### src/rtl/mdio_slave_pkg.sv
package mdio_slave_pkg;

  typedef enum logic [2:0] {
    ST_HUNT,
    ST_START,
    ST_OP,
    ST_ADDR,
    ST_TURN,
    ST_DATA
  } frameState_e;

  typedef struct packed {
    logic shiftIn;
    logic captureAddr;
    logic driveZero;
    logic loadRd;
    logic shiftOut;
    logic finishWr;
    logic finishRd;
  } dpCtrl_t;

endpackage

### src/rtl/mdio_frame_ctrl.sv
module mdio_frame_ctrl
  import mdio_slave_pkg::*;
#(
  parameter int PRE_LEN = 32,
  parameter int AW      = 5,
  parameter int DW      = 16
) (
  input  logic    clk,
  input  logic    rstN,
  input  logic    mdioIn,
  input  logic    addrHit,
  output dpCtrl_t ctrl
);

  localparam int ADDR_BITS = 2 * AW;
  localparam int CNT_MAX   = (DW > ADDR_BITS) ? DW : ADDR_BITS;
  localparam int CW        = $clog2(CNT_MAX);
  localparam int PCW       = $clog2(PRE_LEN + 1);
  localparam logic [CW-1:0]  ADDR_LAST = CW'(ADDR_BITS - 1);
  localparam logic [CW-1:0]  DATA_LAST = CW'(DW - 1);
  localparam logic [PCW-1:0] PRE_FULL  = PCW'(PRE_LEN);

  frameState_e    state;
  logic [PCW-1:0] oneCnt;
  logic [CW-1:0]  bitCnt;
  logic           opFirst;
  logic           isRead;

  logic lastAddrBit;
  logic lastDataBit;

  assign lastAddrBit = (state == ST_ADDR) && (bitCnt == ADDR_LAST);
  assign lastDataBit = (state == ST_DATA) && (bitCnt == DATA_LAST);

  always_ff @(posedge clk or negedge rstN) begin
    if (!rstN) begin
      state   <= ST_HUNT;
      oneCnt  <= '0;
      bitCnt  <= '0;
      opFirst <= 1'b0;
      isRead  <= 1'b0;
    end else begin
      unique case (state)
        ST_HUNT: begin
          if (mdioIn) begin
            if (oneCnt != PRE_FULL) oneCnt <= oneCnt + 1'b1;
          end else begin
            oneCnt <= '0;
            if (oneCnt == PRE_FULL) state <= ST_START;
          end
        end
        ST_START: begin
          bitCnt <= '0;
          state  <= mdioIn ? ST_OP : ST_HUNT;
        end
        ST_OP: begin
          if (bitCnt == '0) begin
            opFirst <= mdioIn;
            bitCnt  <= bitCnt + 1'b1;
          end else begin
            bitCnt <= '0;
            if (opFirst ^ mdioIn) begin
              isRead <= opFirst;
              state  <= ST_ADDR;
            end else begin
              state <= ST_HUNT;
            end
          end
        end
        ST_ADDR: begin
          if (lastAddrBit) begin
            bitCnt <= '0;
            state  <= addrHit ? ST_TURN : ST_HUNT;
          end else begin
            bitCnt <= bitCnt + 1'b1;
          end
        end
        ST_TURN: begin
          if (bitCnt == CW'(1)) begin
            bitCnt <= '0;
            state  <= ST_DATA;
          end else begin
            bitCnt <= bitCnt + 1'b1;
          end
        end
        ST_DATA: begin
          if (lastDataBit) begin
            bitCnt <= '0;
            state  <= ST_HUNT;
          end else begin
            bitCnt <= bitCnt + 1'b1;
          end
        end
        default: state <= ST_HUNT;
      endcase
    end
  end

  always_comb begin
    ctrl             = '0;
    ctrl.shiftIn     = (state == ST_ADDR) || ((state == ST_DATA) && !isRead);
    ctrl.captureAddr = lastAddrBit && addrHit;
    ctrl.driveZero   = (state == ST_TURN) && (bitCnt == '0) && isRead;
    ctrl.loadRd      = (state == ST_TURN) && (bitCnt == CW'(1)) && isRead;
    ctrl.shiftOut    = (state == ST_DATA) && isRead && !lastDataBit;
    ctrl.finishWr    = lastDataBit && !isRead;
    ctrl.finishRd    = lastDataBit && isRead;
  end

  AST_START_AFTER_ZERO: assert property (@(posedge clk) disable iff (!rstN)
    (state == ST_START) |-> !$past(mdioIn));

  AST_TURN_NEEDS_HIT: assert property (@(posedge clk) disable iff (!rstN)
    ((state == ST_TURN) && (bitCnt == '0)) |-> $past(addrHit));

  AST_HUNT_AFTER_DATA: assert property (@(posedge clk) disable iff (!rstN)
    lastDataBit |=> ((state == ST_HUNT) && (oneCnt == '0)));

  AST_STROBE_ONEHOT: assert property (@(posedge clk) disable iff (!rstN)
    $onehot0({ctrl.captureAddr, ctrl.driveZero, ctrl.loadRd, ctrl.finishWr, ctrl.finishRd}));

endmodule

### src/rtl/mdio_frame_dp.sv
module mdio_frame_dp
  import mdio_slave_pkg::*;
#(
  parameter int AW = 5,
  parameter int DW = 16
) (
  input  logic          clk,
  input  logic          rstN,
  input  logic          mdioIn,
  input  dpCtrl_t       ctrl,
  input  logic [AW-1:0] phyAddrStrap,
  input  logic [DW-1:0] regRdData,
  output logic          addrHit,
  output logic          mdioOut,
  output logic          mdioOe,
  output logic [AW-1:0] regAddr,
  output logic [DW-1:0] regWrData,
  output logic          regWrEn,
  output logic          regRdDone
);

  localparam int PHY_TOP = 2 * AW - 2;

  logic [DW-1:0] shReg;
  logic          outBit;
  logic          oeReg;

  // the device address occupies the upper half of the last 2*AW bits
  assign addrHit = (shReg[PHY_TOP -: AW] == phyAddrStrap);
  assign mdioOut = oeReg & outBit;
  assign mdioOe  = oeReg;

  always_ff @(posedge clk or negedge rstN) begin
    if (!rstN) begin
      shReg <= '0;
    end else if (ctrl.shiftIn) begin
      shReg <= {shReg[DW-2:0], mdioIn};
    end else if (ctrl.loadRd) begin
      shReg <= {regRdData[DW-2:0], 1'b0};
    end else if (ctrl.shiftOut) begin
      shReg <= {shReg[DW-2:0], 1'b0};
    end
  end

  always_ff @(posedge clk or negedge rstN) begin
    if (!rstN) begin
      outBit <= 1'b0;
      oeReg  <= 1'b0;
    end else begin
      if (ctrl.driveZero) begin
        outBit <= 1'b0;
        oeReg  <= 1'b1;
      end else if (ctrl.loadRd) begin
        outBit <= regRdData[DW-1];
      end else if (ctrl.shiftOut) begin
        outBit <= shReg[DW-1];
      end else if (ctrl.finishRd) begin
        outBit <= 1'b0;
        oeReg  <= 1'b0;
      end
    end
  end

  always_ff @(posedge clk or negedge rstN) begin
    if (!rstN) begin
      regAddr   <= '0;
      regWrData <= '0;
      regWrEn   <= 1'b0;
      regRdDone <= 1'b0;
    end else begin
      regWrEn   <= ctrl.finishWr;
      regRdDone <= ctrl.finishRd;
      if (ctrl.captureAddr) regAddr <= {shReg[AW-2:0], mdioIn};
      if (ctrl.finishWr) regWrData <= {shReg[DW-2:0], mdioIn};
    end
  end

  AST_WR_PULSE: assert property (@(posedge clk) disable iff (!rstN)
    regWrEn |=> !regWrEn);

  AST_RD_PULSE: assert property (@(posedge clk) disable iff (!rstN)
    regRdDone |=> !regRdDone);

  AST_TA_ZERO: assert property (@(posedge clk) disable iff (!rstN)
    ctrl.driveZero |=> (mdioOe && !mdioOut));

  AST_RELEASE_AT_DONE: assert property (@(posedge clk) disable iff (!rstN)
    regRdDone |-> !mdioOe);

  AST_NO_DRIVE_ON_WRITE: assert property (@(posedge clk) disable iff (!rstN)
    regWrEn |-> !mdioOe);

  AST_OE_ONLY_FROM_TURN: assert property (@(posedge clk) disable iff (!rstN)
    $rose(mdioOe) |-> $past(ctrl.driveZero));

endmodule

### src/rtl/mdio_mgmt_slave.sv
module mdio_mgmt_slave
  import mdio_slave_pkg::*;
#(
  parameter int PRE_LEN = 32,
  parameter int AW      = 5,
  parameter int DW      = 16
) (
  input  logic          mdcClk,
  input  logic          rstN,
  input  logic          mdioIn,
  output logic          mdioOut,
  output logic          mdioOe,
  input  logic [AW-1:0] phyAddrStrap,
  output logic [AW-1:0] regAddr,
  output logic [DW-1:0] regWrData,
  output logic          regWrEn,
  input  logic [DW-1:0] regRdData,
  output logic          regRdDone
);

  dpCtrl_t ctrl;
  logic    addrHit;

  mdio_frame_ctrl #(
    .PRE_LEN(PRE_LEN),
    .AW     (AW),
    .DW     (DW)
  ) u_ctrl (
    .clk    (mdcClk),
    .rstN   (rstN),
    .mdioIn (mdioIn),
    .addrHit(addrHit),
    .ctrl   (ctrl)
  );

  mdio_frame_dp #(
    .AW(AW),
    .DW(DW)
  ) u_dp (
    .clk         (mdcClk),
    .rstN        (rstN),
    .mdioIn      (mdioIn),
    .ctrl        (ctrl),
    .phyAddrStrap(phyAddrStrap),
    .regRdData   (regRdData),
    .addrHit     (addrHit),
    .mdioOut     (mdioOut),
    .mdioOe      (mdioOe),
    .regAddr     (regAddr),
    .regWrData   (regWrData),
    .regWrEn     (regWrEn),
    .regRdDone   (regRdDone)
  );

endmodule

### config.mk
export PLATFORM = sky130hd
export DESIGN_NAME = mdio_mgmt_slave
export DESIGN_NICKNAME = d
export VERILOG_FILES = /design/src/rtl/mdio_slave_pkg.sv /design/src/rtl/mdio_frame_ctrl.sv /design/src/rtl/mdio_frame_dp.sv /design/src/rtl/mdio_mgmt_slave.sv
export SDC_FILE = /design/constraint.sdc
export NUM_CORES = 1
export LEC_CHECK = 0
export BUFFER_PORTS_ARGS = -buffer_cell sky130_fd_sc_hd__buf_2
export CAP_MARGIN = 5
export CORE_ASPECT_RATIO = 0.7
export CORE_UTILIZATION = 55
export CTS_CLUSTER_SIZE = 8
export DETAILED_ROUTE_END_ITERATION = 6
export PLACE_DENSITY = 0.9
export SYNTH_ARGS = -nofsm -noshare
export SYNTH_HDL_FRONTEND = slang
export SYNTH_HIERARCHICAL = 1
export SYNTH_SLANG_ARGS = --single-unit
### constraint.sdc
create_clock -name mdcClk -period 2.7 [get_ports mdcClk]
set_clock_uncertainty 0.2 [all_clocks]
set_input_delay 0.54 -clock mdcClk [delete_from_list [all_inputs] [get_ports mdcClk]]
set_output_delay 0.54 -clock mdcClk [all_outputs]
set_load 0.005 [all_outputs]
==> flow_metrics.env, run 1 <==
export IMPL_status="completed"
export IMPL_grt_max_degree=32
export IMPL_synth_edf_count=0
export IMPL_setup_viol=0
export IMPL_first_pass_iters=5
export IMPL_place_area_um2=3060
export IMPL_tightest_slew_ps=587
export IMPL_cts_setup_buffers=0
export IMPL_totalPowerFinal_mw=2.17
export IMPL_synthXorXnorAreaFrac=0.0221
export IMPL_final_cell_area_um2=3150
export IMPL_rsz0062_at_grt="no"
export IMPL_pin_count=49
export IMPL_wl_per_cell_um=16.2
export IMPL_startpoint_type="register"
export IMPL_syn_nets=280
export IMPL_hp_class="in2async"
export IMPL_timing_slew_headroom=0.605
export IMPL_antenna_found_initial=0
export IMPL_crit_required_ps=2690
export IMPL_drt_iter0_drc=239
export IMPL_die_x_um=86.8
export IMPL_ctsLongestPathBuffers=2
export IMPL_yosysSeqAreaShare=0.506
export IMPL_nets=326
export IMPL_yosysTopAreaCell="dfrtp_1"
export IMPL_synthTopCellsByCount="dfrtp_1 (56), nor2_1 (24), mux2_2 (23)"
export IMPL_synth_simple_area_share=0.139
export IMPL_max_freq_mhz=415
export IMPL_drtAntennaViolNets=0
export IMPL_holdWs_ps=16.0
export IMPL_hpwl_um=4250
export IMPL_drive_above_1_share=0.309
export IMPL_p_leak_nw=1.50
export IMPL_fillers=364
export IMPL_cts_root_buffer="clkbuf_8"
export IMPL_ys_seq_elements=56
export IMPL_async_flop_share=1.00
export IMPL_wl_met1_um=2820
export IMPL_yosys_top_cells_area="dfrtp_1 (51%), mux2_2 (9.4%), mux2i_1 (5.8%)"
export IMPL_min_period_ps=2410
export IMPL_cp_max_fo=15
export IMPL_criticalPathCategory="reg2reg"
export IMPL_synth_top_area_share=0.506
export IMPL_synth_compound_area_frac=0.108
export IMPL_cellPowerDensity_nw_per_um2=690
export IMPL_grt_use_total=0.226
export IMPL_cts_repair_resized=0
export IMPL_ys_types=47
export IMPL_syn_inst=251
export IMPL_syn_area_um2=2770
export IMPL_hold_violations=0
export IMPL_avgSynthCellArea_um2=11.0
export IMPL_slew_viol_final=0
export IMPL_h_tree_depth=2
export IMPL_cts_tree="yes"
export IMPL_peakVddDrop_mv=0.344
export IMPL_endpoint_kind="register"
export IMPL_wl_um=5950
export IMPL_die_y_um=61.4
export IMPL_via_count=2123
export IMPL_grt_pass1_vias=1825
export IMPL_synth_top_family_by_area="multiplexers"
export IMPL_clkSlewWorstSetupHoldPaths_ps=100
export IMPL_cts_sinks=56
export IMPL_overflow=0
export IMPL_dr_wl_met2_um=2620
export IMPL_final_setup_tns_ps=0
export IMPL_start_util=0.576
export IMPL_cts_hold_buf=0
export IMPL_clk_latency_ps=310
export IMPL_synthAdderAreaFrac=0.0226
export IMPL_yosys_mux_area_fraction=0.157
export IMPL_dieArea_um2=5330
export IMPL_wl_met3_um=388
export IMPL_cp_arrival_ps=2400
export IMPL_cts_buffers=5
export IMPL_rows=21
export IMPL_cap_violations=0
export IMPL_n_antenna_cell=0
export IMPL_synth_most_common_cell="dfrtp_1"
export IMPL_finalCritPeriodShare=0.891
export IMPL_routed_via_density=5.78
export IMPL_ys_flop_type="dfrtp_1"
export IMPL_drc_errors=0
export IMPL_grt_pass1_wl_um=8980
export IMPL_gp_congestion=0.902
export IMPL_coreArea_um2=4810
export IMPL_port_buffer_count=48
export IMPL_yosys_warnings=6
export IMPL_area_growth_pct=13.6
export IMPL_top_layer_used="met4"
## worst max-delay path, cell delays in order, from the launching register on
cell     delay [ps]
dfrtp_1         570
nor2b_1         390
and4_1          350
and2b_1         150
buf_4           260
mux2i_1         270
a21oi_1         110
## flip-flops by register name (all words and copies together) (netlist names)
signal,count
u_dp/regWrData,16
u_ctrl/opFirst,1
u_dp/mdioOe,1
u_dp/outBit,1
u_dp/regRdDone,1
u_ctrl/state,3
u_dp/shReg,16
u_dp/regAddr,5
u_ctrl/oneCnt,6
u_dp/regWrEn,1
u_ctrl/isRead,1
u_ctrl/bitCnt,4
## layout make-up
class	instances	area, um^2	share of cell area
repair buffers	54	298	0.0947
well taps	69	86.3	0.0274
multi-input cells	173	1240	0.396
clock buffers	6	72.6	0.0231
inverters	7	26.3	0.00835
clock inverters	2	16.3	0.00517
flip-flops and latches	56	1400	0.446
## cells in the final DEF (no fill, tap or decap), drive strengths merged, types with 2 or more instances in the layout
cell type and count:
dfrtp 56, buf 54, nor2 24, mux2 24, a21oi 17, mux2i 16, nand2 14, o21ai 8
inv 7, nor3 7, nand3 7, clkbuf 6, nor2b 5, ha 5, a21o 4, xnor2 4
xor2 3, and3 3, a22o 3, and4 2, nand2b 2, and2 2, a211oi 2, nor4 2
o22ai 2, a221oi 2, or3 2, o31ai 2
## report_power, final
part	internal, mW	switching, mW	leakage [nW]
combinational	0.273	0.338	0.769
clock	0.185	0.271	0.0414
sequential	0.950	0.154	0.689
total	1.41	0.762	1.50
## stage by stage
step / utilization / setup WS [ps] / instances
floorplan: - / 592 / 251
global placement: 0.636 / 395 / 359
detailed placement: 0.636 / 310 / 359
CTS: 0.654 / 364 / 367
global route: 0.654 / 185 / 367
finish: 0.654 / 293 / 367
## cell families (layout without fill, tap and decap cells)
family	Yosys count	in the layout
XOR/XNOR	7	7
AO/OA/AOI/OAI	46	46
flip-flops	56	56
AND/OR/NAND/NOR	75	75
buffers and inverters	22	69
adder cells (fa/ha/maj)	5	5
multiplexers	40	40
## path summary, 6_finish.rpt
| kind | start | end | slack [ps] | cells after the start |
|---|---|---|---|---|
| setup / recovery | u_ctrl/state[2] | u_dp/shReg[5] | 290 | 6 |
| hold / removal | rstN | u_dp/regWrData[8] | 20 | 1 |
| setup reg to reg | u_ctrl/state[2] | u_dp/shReg[5] | 290 | 6 |
| hold reg to reg | u_dp/mdioOe | u_dp/mdioOe | 300 | 1 |
| max in group asynchronous | rstN | u_dp/regAddr[0] | 1620 | 2 |
| min in group mdcClk | u_dp/mdioOe | u_dp/mdioOe | 300 | 1 |
## layer usage
metal	vias up	GRT usage
li1	979	-
met1	1022	0.335
met2	101	0.340
met3	21	0.0429
met4	0	0.0738
met5	-	0
No activity file was read; power rests on OpenSTA's default activity.
==> run 2: changes to the inputs <==
--- a/config.mk
+++ b/config.mk
@@ -5,6 +5,7 @@
 export SDC_FILE = /design/constraint.sdc
 export NUM_CORES = 1
 export LEC_CHECK = 0
+export ABC_AREA = 1
 export BUFFER_PORTS_ARGS = -buffer_cell sky130_fd_sc_hd__buf_2
 export CAP_MARGIN = 5
 export CORE_ASPECT_RATIO = 0.7
==> run 2 against run 1 <==
  * Critical path depth grew 1
  * Sequential power grew 4%
  * Via count rose by 20%
  * Area after synthesis rose by 2.1%
  * Largest cell class unchanged
  * Critical endpoint is now u_dp/shReg[3]
  * Sequential cell count did not move
==> flow_metrics.env, run 2 <==
export IMPL_setup_viol=0
export IMPL_ys_flop_type="dfrtp_1"
export IMPL_cp_arrival_ps=2190
export IMPL_p_leak_nw=1.82
export IMPL_rsz0062_at_grt="no"
export IMPL_peakVddDrop_mv=0.389
export IMPL_wl_per_cell_um=12.2
export IMPL_yosysSeqAreaShare=0.496
export IMPL_final_cell_area_um2=3250
export IMPL_ys_seq_elements=56
export IMPL_cts_root_buffer="clkbuf_8"
export IMPL_yosys_warnings=6
export IMPL_syn_area_um2=2830
export IMPL_place_area_um2=3150
export IMPL_cts_buffers=5
export IMPL_wl_met1_um=2840
export IMPL_endpoint_kind="register"
export IMPL_first_pass_iters=4
export IMPL_layout_commonest_cell="nand2_1"
export IMPL_overflow=0
export IMPL_cts_setup_buffers=0
export IMPL_synthTopCellsByCount="nand2_1 (91), inv_1 (57), dfrtp_1 (56)"
export IMPL_avgSynthCellArea_um2=7.60
export IMPL_power_frac_comb=0.338
export IMPL_h_tree_depth=2
export IMPL_drive_above_1_share=0.179
export IMPL_start_util=0.581
export IMPL_dieArea_um2=5430
export IMPL_cts_tree="yes"
export IMPL_power_switching_uw=954
export IMPL_clkSlewWorstSetupHoldPaths_ps=100
export IMPL_cp_max_fo=30
export IMPL_cellPowerDensity_nw_per_um2=749
export IMPL_seq_power_share=0.469
export IMPL_yosysTopAreaCell="dfrtp_1"
export IMPL_routed_via_density=5.14
export IMPL_synth_edf_count=0
export IMPL_antenna_found_initial=0
export IMPL_reg_top3="u_dp/regWrData: 16 flops, u_dp/shReg: 16 flops, u_ctrl/oneCnt: 6 flops"
export IMPL_wl_met3_um=402
export IMPL_timing_slew_headroom=0.567
export IMPL_drt_iter0_drc=149
export IMPL_async_flop_share=1.00
export IMPL_dr_wl_met2_um=2740
export IMPL_ctsLongestPathBuffers=2
export IMPL_status="completed"
export IMPL_criticalPathCategory="reg2reg"
export IMPL_clk_latency_ps=320
export IMPL_switching_share=0.391
export IMPL_p_int_mw=1.48
export IMPL_synth_most_common_cell="nand2_1"
export IMPL_tightest_slew_ps=649
export IMPL_hpwl_um=4440
export IMPL_synth_top_area_share=0.496
export IMPL_grt_pass1_vias=2173
export IMPL_cap_violations=0
export IMPL_drc_errors=0
export IMPL_coreArea_um2=4860
export IMPL_wl_um=6030
export IMPL_syn_inst=372
export IMPL_die_y_um=62.0
export IMPL_die_x_um=87.7
export IMPL_syn_nets=401
export IMPL_hp_class="in2reg"
export IMPL_top_layer_used="met4"
export IMPL_slew_viol_final=0
export IMPL_port_buffer_count=48
export IMPL_n_antenna_cell=0
export IMPL_min_period_ps=2150
export IMPL_final_setup_tns_ps=0
export IMPL_grt_pass1_wl_um=9600
export IMPL_pin_count=49
export IMPL_grt_use_total=0.236
export IMPL_rows=21
export IMPL_grt_max_degree=54
export IMPL_final_cell_mix="nand2_1 (91), inv_1 (57), dfrtp_1 (56)"
export IMPL_yosys_top_cells_area="dfrtp_1 (50%), nand2_1 (12%), inv_1 (7.6%)"
export IMPL_hold_violations=0
export IMPL_nets=453
export IMPL_cts_sinks=56
export IMPL_clock_power_share=0.193
export IMPL_startpoint_type="register"
export IMPL_area_growth_pct=15.1
export IMPL_gp_congestion=0.897
export IMPL_finalCritPeriodShare=0.795
export IMPL_via_count=2541
export IMPL_ys_types=22
export IMPL_max_freq_mhz=466
export IMPL_drtAntennaViolNets=0
export IMPL_crit_required_ps=2740
-- run 2: changes by cell type after synthesis, moves of 4 or more --
cell / delta
mux2i_1: -16
nand3_1: +31
o21ai_0: +16
nor2b_1: -5
nor2_1: +14
buf_6: -5
mux2_2: -23
inv_1: +50
nand2_1: +77
buf_2: +4
inv_2: +5
nor2_2: +5
a21oi_1: +7
-- run 2: power groups by stage --
stage	registers [mW]	logic, mW	clock network (mW)
global route	1.17	0.944	0.503
CTS	1.14	0.815	0.478
detailed placement	1.15	0.807	0
finish	1.14	0.823	0.471
global placement	1.15	0.772	0
floorplan	1.13	0.613	0
-- run 2: final timing paths --
kind / slack [ps] / from / endpoint / cells past startpoint
max reg2reg: 550 / u_ctrl/state[0] / u_dp/shReg[3] / 7
max in group asynchronous: 1120 / rstN / u_dp/regAddr[2] / 3
max: 550 / u_ctrl/state[0] / u_dp/shReg[3] / 7
min in group asynchronous: 340 / rstN / u_dp/regWrData[13] / 2
min: 330 / regRdData[4] / u_dp/shReg[5] / 5
min reg2reg: 330 / u_dp/mdioOe / u_dp/mdioOe / 1
-- run 2: cell families after synthesis --
family / count (synthesis) / share of synthesized area
flops: 56 / 0.496
compound gates: 53 / 0.0961
xor+xnor: 6 / 0.0186
simple gates: 180 / 0.267
buf+inv: 72 / 0.100
fa+ha+maj: 5 / 0.0221
-- run 2: final cells by class --
type	instances	area [um^2]
Clock buffer	5	68.8
Clock inverter	3	22.5
Fill cell	409	1610
Inverter	62	233
Multi-Input combinational cell	244	1150
Sequential cell	56	1400
Tap cell	69	86.3
Timing Repair Buffer	55	295
-- run 2: critical path, cell delays in order, from the launching register on --
cell and delay [ps]:
dfrtp_1 480, nand3_1 220, o21ai_0 420, inv_1 160, nand2_1 100, buf_4 280
nand3_1 120, o21ai_0 90
-- run 2: repair_timing --
item | 4_1_cts | 5_1_grt
hold buffers | 1 | 0
gates resized for setup | 0 | 0
hold endpoints to repair | 3 | 0
-- run 2: metrics by stage --
stage / power [mW] / utilization / setup WS (ps) / std cells / hold WS [ps]
final: 2.44 / 0.669 / 554 / 494 / 331
after global routing: 2.61 / 0.669 / 346 / 494 / 356
after CTS: 2.43 / 0.669 / 551 / 494 / 325
after detailed placement: 1.96 / 0.649 / 578 / 485 / 157
after global placement: 1.92 / 0.649 / 650 / 485 / 152
after floorplan: 1.74 / - / 712 / 372 / 44.4
-- run 2: metal layers --
layer / up-vias / track usage
li1: 1256 / -
met1: 1190 / 0.325
met2: 88 / 0.376
met3: 7 / 0.0555
met4: 0 / 0.0749
met5: - / 0
==> run 3: changes to the inputs <==
==> constraint.sdc (replaced) <==
create_clock -name mdcClk -period 2.1 [get_ports mdcClk]
set_clock_uncertainty 0.2 [all_clocks]
set_input_delay 0.42 -clock mdcClk [delete_from_list [all_inputs] [get_ports mdcClk]]
set_output_delay 0.42 -clock mdcClk [all_outputs]
set_load 0.005 [all_outputs]
==> run 3 against run 2 <==
  * Sequential cell count did not move
  * Wire length rose by 11%
  * Final area rose by 5.5%
  * Maximum frequency rose by 3.3%
  * Sequential power rose by 31%
  * Clock power rose by 45%
  * Critical path type unchanged
  * Largest cell class unchanged
  * Largest power group unchanged
  * Highest routed layer unchanged
==> flow_metrics.env, run 3 (synthesis results as in run 2) <==
export IMPL_status="completed"
export IMPL_pin_count=49
export IMPL_worstSetupStartpoint="u_ctrl/bitCnt[0]"
export IMPL_cap_violations=0
export IMPL_port_buffer_count=48
export IMPL_seq_power_share=0.446
export IMPL_cts_sinks=56
export IMPL_first_pass_iters=6
export IMPL_holdWs_ps=222
export IMPL_clock_power_share=0.204
export IMPL_clk_latency_ps=310
export IMPL_grt_pass1_wl_um=9950
export IMPL_wl_per_cell_um=13.3
export IMPL_antenna_found_initial=0
export IMPL_cp_arrival_ps=2100
export IMPL_slew_viol_final=0
export IMPL_start_util=0.581
export IMPL_grt_max_degree=57
export IMPL_r2r_cells=11
export IMPL_dieArea_um2=5430
export IMPL_hp_class="in2reg"
export IMPL_fillers=385
export IMPL_rr_endpoint="u_dp/shReg[14]"
export IMPL_power_frac_comb=0.350
export IMPL_cp_max_fo=19
export IMPL_criticalPathCategory="reg2reg"
export IMPL_startpoint_type="register"
export IMPL_finalCritPeriodShare=0.989
export IMPL_hpwl_um=4630
export IMPL_rows=21
export IMPL_layout_commonest_cell="nand2_1"
export IMPL_nets=462
export IMPL_drive_above_1_share=0.221
export IMPL_cts_buffers=5
export IMPL_max_freq_mhz=482
export IMPL_peakVddDrop_mv=0.635
export IMPL_cellPowerDensity_nw_per_um2=973
export IMPL_hold_violations=0
export IMPL_grt_pass1_vias=2227
export IMPL_power_switching_mw=1.26
export IMPL_die_x_um=87.7
export IMPL_coreArea_um2=4860
export IMPL_crit_required_ps=2130
export IMPL_die_y_um=62.0
export IMPL_via_count=2674
export IMPL_drt_iter0_drc=294
export IMPL_ff_latch_area_um2=1410
export IMPL_routed_via_density=5.32
export IMPL_h_tree_depth=2
export IMPL_switching_share=0.378
export IMPL_clkSlewWorstSetupHoldPaths_ps=100
export IMPL_cts_tree="yes"
export IMPL_gp_congestion=0.883
export IMPL_place_area_um2=3220
export IMPL_regToRegStartpoint="u_ctrl/bitCnt[0]"
export IMPL_grt_use_total=0.244
export IMPL_ctsLongestPathBuffers=2
export IMPL_multiInputGateArea_um2=1180
export IMPL_ff2ff_setup_slack_ps=20
export IMPL_cts_root_buffer="clkbuf_8"
export IMPL_n_antenna_cell=0
export IMPL_setup_viol=0
export IMPL_p_int_mw=2.08
export IMPL_setup_worst_path_end="u_dp/shReg[14]"
export IMPL_drc_errors=0
export IMPL_final_cell_area_um2=3430
export IMPL_wl_um=6680
export IMPL_reg_top3="u_dp/regWrData: 16 flops, u_dp/shReg: 16 flops, u_ctrl/oneCnt: 6 flops"
export IMPL_endpoint_kind="register"
export IMPL_tightest_slew_ps=451
export IMPL_timing_slew_headroom=0.697
export IMPL_min_period_ps=2080
export IMPL_final_cell_mix="nand2_1 (89), inv_1 (56), dfrtp_1 (53)"
export IMPL_area_growth_pct=21.5
export IMPL_p_leak_nw=1.89
export IMPL_overflow=0
export IMPL_drtAntennaViolNets=0
==> run 3: changes by cell type in the layout (fill, tap and decap cells not counted), moves of 2 or more <==
cell / delta
dfrtp_2: +3
nand2_2: +2
dfrtp_1: -3
buf_4: +4
nand2_1: -2
ha_1: -2
buf_12: +4
nand3_1: -2
nand3_2: +2
==> run 3: cell type report <==
class | count | area share
Inverter | 62 | 0.0678
Multi-Input combinational cell | 244 | 0.345
Tap cell | 69 | 0.0251
Clock inverter | 2 | 0.0102
Timing Repair Buffer | 64 | 0.121
Sequential cell | 56 | 0.409
Clock buffer | 6 | 0.0211
==> run 3: power by group through the flow <==
stage,Clock (mW),Sequential [mW],Combinational [mW]
after floorplan,0,1.45,0.788
after global placement,0,1.48,1.01
after detailed placement,0,1.49,1.07
after CTS,0.687,1.47,1.09
after global routing,0.734,1.51,1.32
final,0.682,1.49,1.17
==> run 3: worst min path at each step <==
stage / startpoint / endpoint / slack, ps / cells after the start
5_1_grt: regRdData[14] / u_dp/shReg[15] / 240 / 5
6_report: regRdData[2] / u_dp/shReg[3] / 220 / 5
3_5_place_dp: rstN / u_ctrl/bitCnt[0] / 240 / 2
3_3_place_gp: rstN / u_ctrl/bitCnt[2] / 240 / 2
2_1_floorplan: rstN / u_ctrl/bitCnt[0] / -80 / 0
4_1_cts: regRdData[14] / u_dp/shReg[15] / 220 / 5
==> run 3: timing repair <==
item | in CTS | in global routing
endpoints found under the setup margin | 1 | 15
gates resized for setup | 0 | 14
buffers inserted | 1 | 4
pin swaps | 1 | 2
endpoints found under the hold margin | 56 | 0
hold buffers | 1 | 0
==> run 3: per-stage QoR <==
step                cells   util  total power, mW  setup WS (ps)  TNS [ps]
global placement      489  0.663             2.49           82.6         0
floorplan             372      -             2.24            112         0
finish                503  0.706             3.34           23.4         0
CTS                   499  0.691             3.25           45.9         0
detailed placement    489  0.663             2.56           15.1         0
global route          503  0.706             3.57          -49.8      -312
==> run 3: critical path, cell delays in order, from the launching register on <==
cell and delay, ps:
dfrtp_2 460, ha_2 200, nand2_1 80, nor2_2 40, inv_1 120, nand2_2 100, nor2_1 190, nor2_2 90
nand2_2 80, buf_6 180, nand3_1 150, o21ai_1 110
==> run 3: metal layers <==
layer  up-vias  track usage  share of wire
li1       1276            -              -
met2       131        0.378           0.47
met5         -            0              0
met1      1250        0.354           0.44
met3        17       0.0515          0.072
met4         0       0.0632          0.015
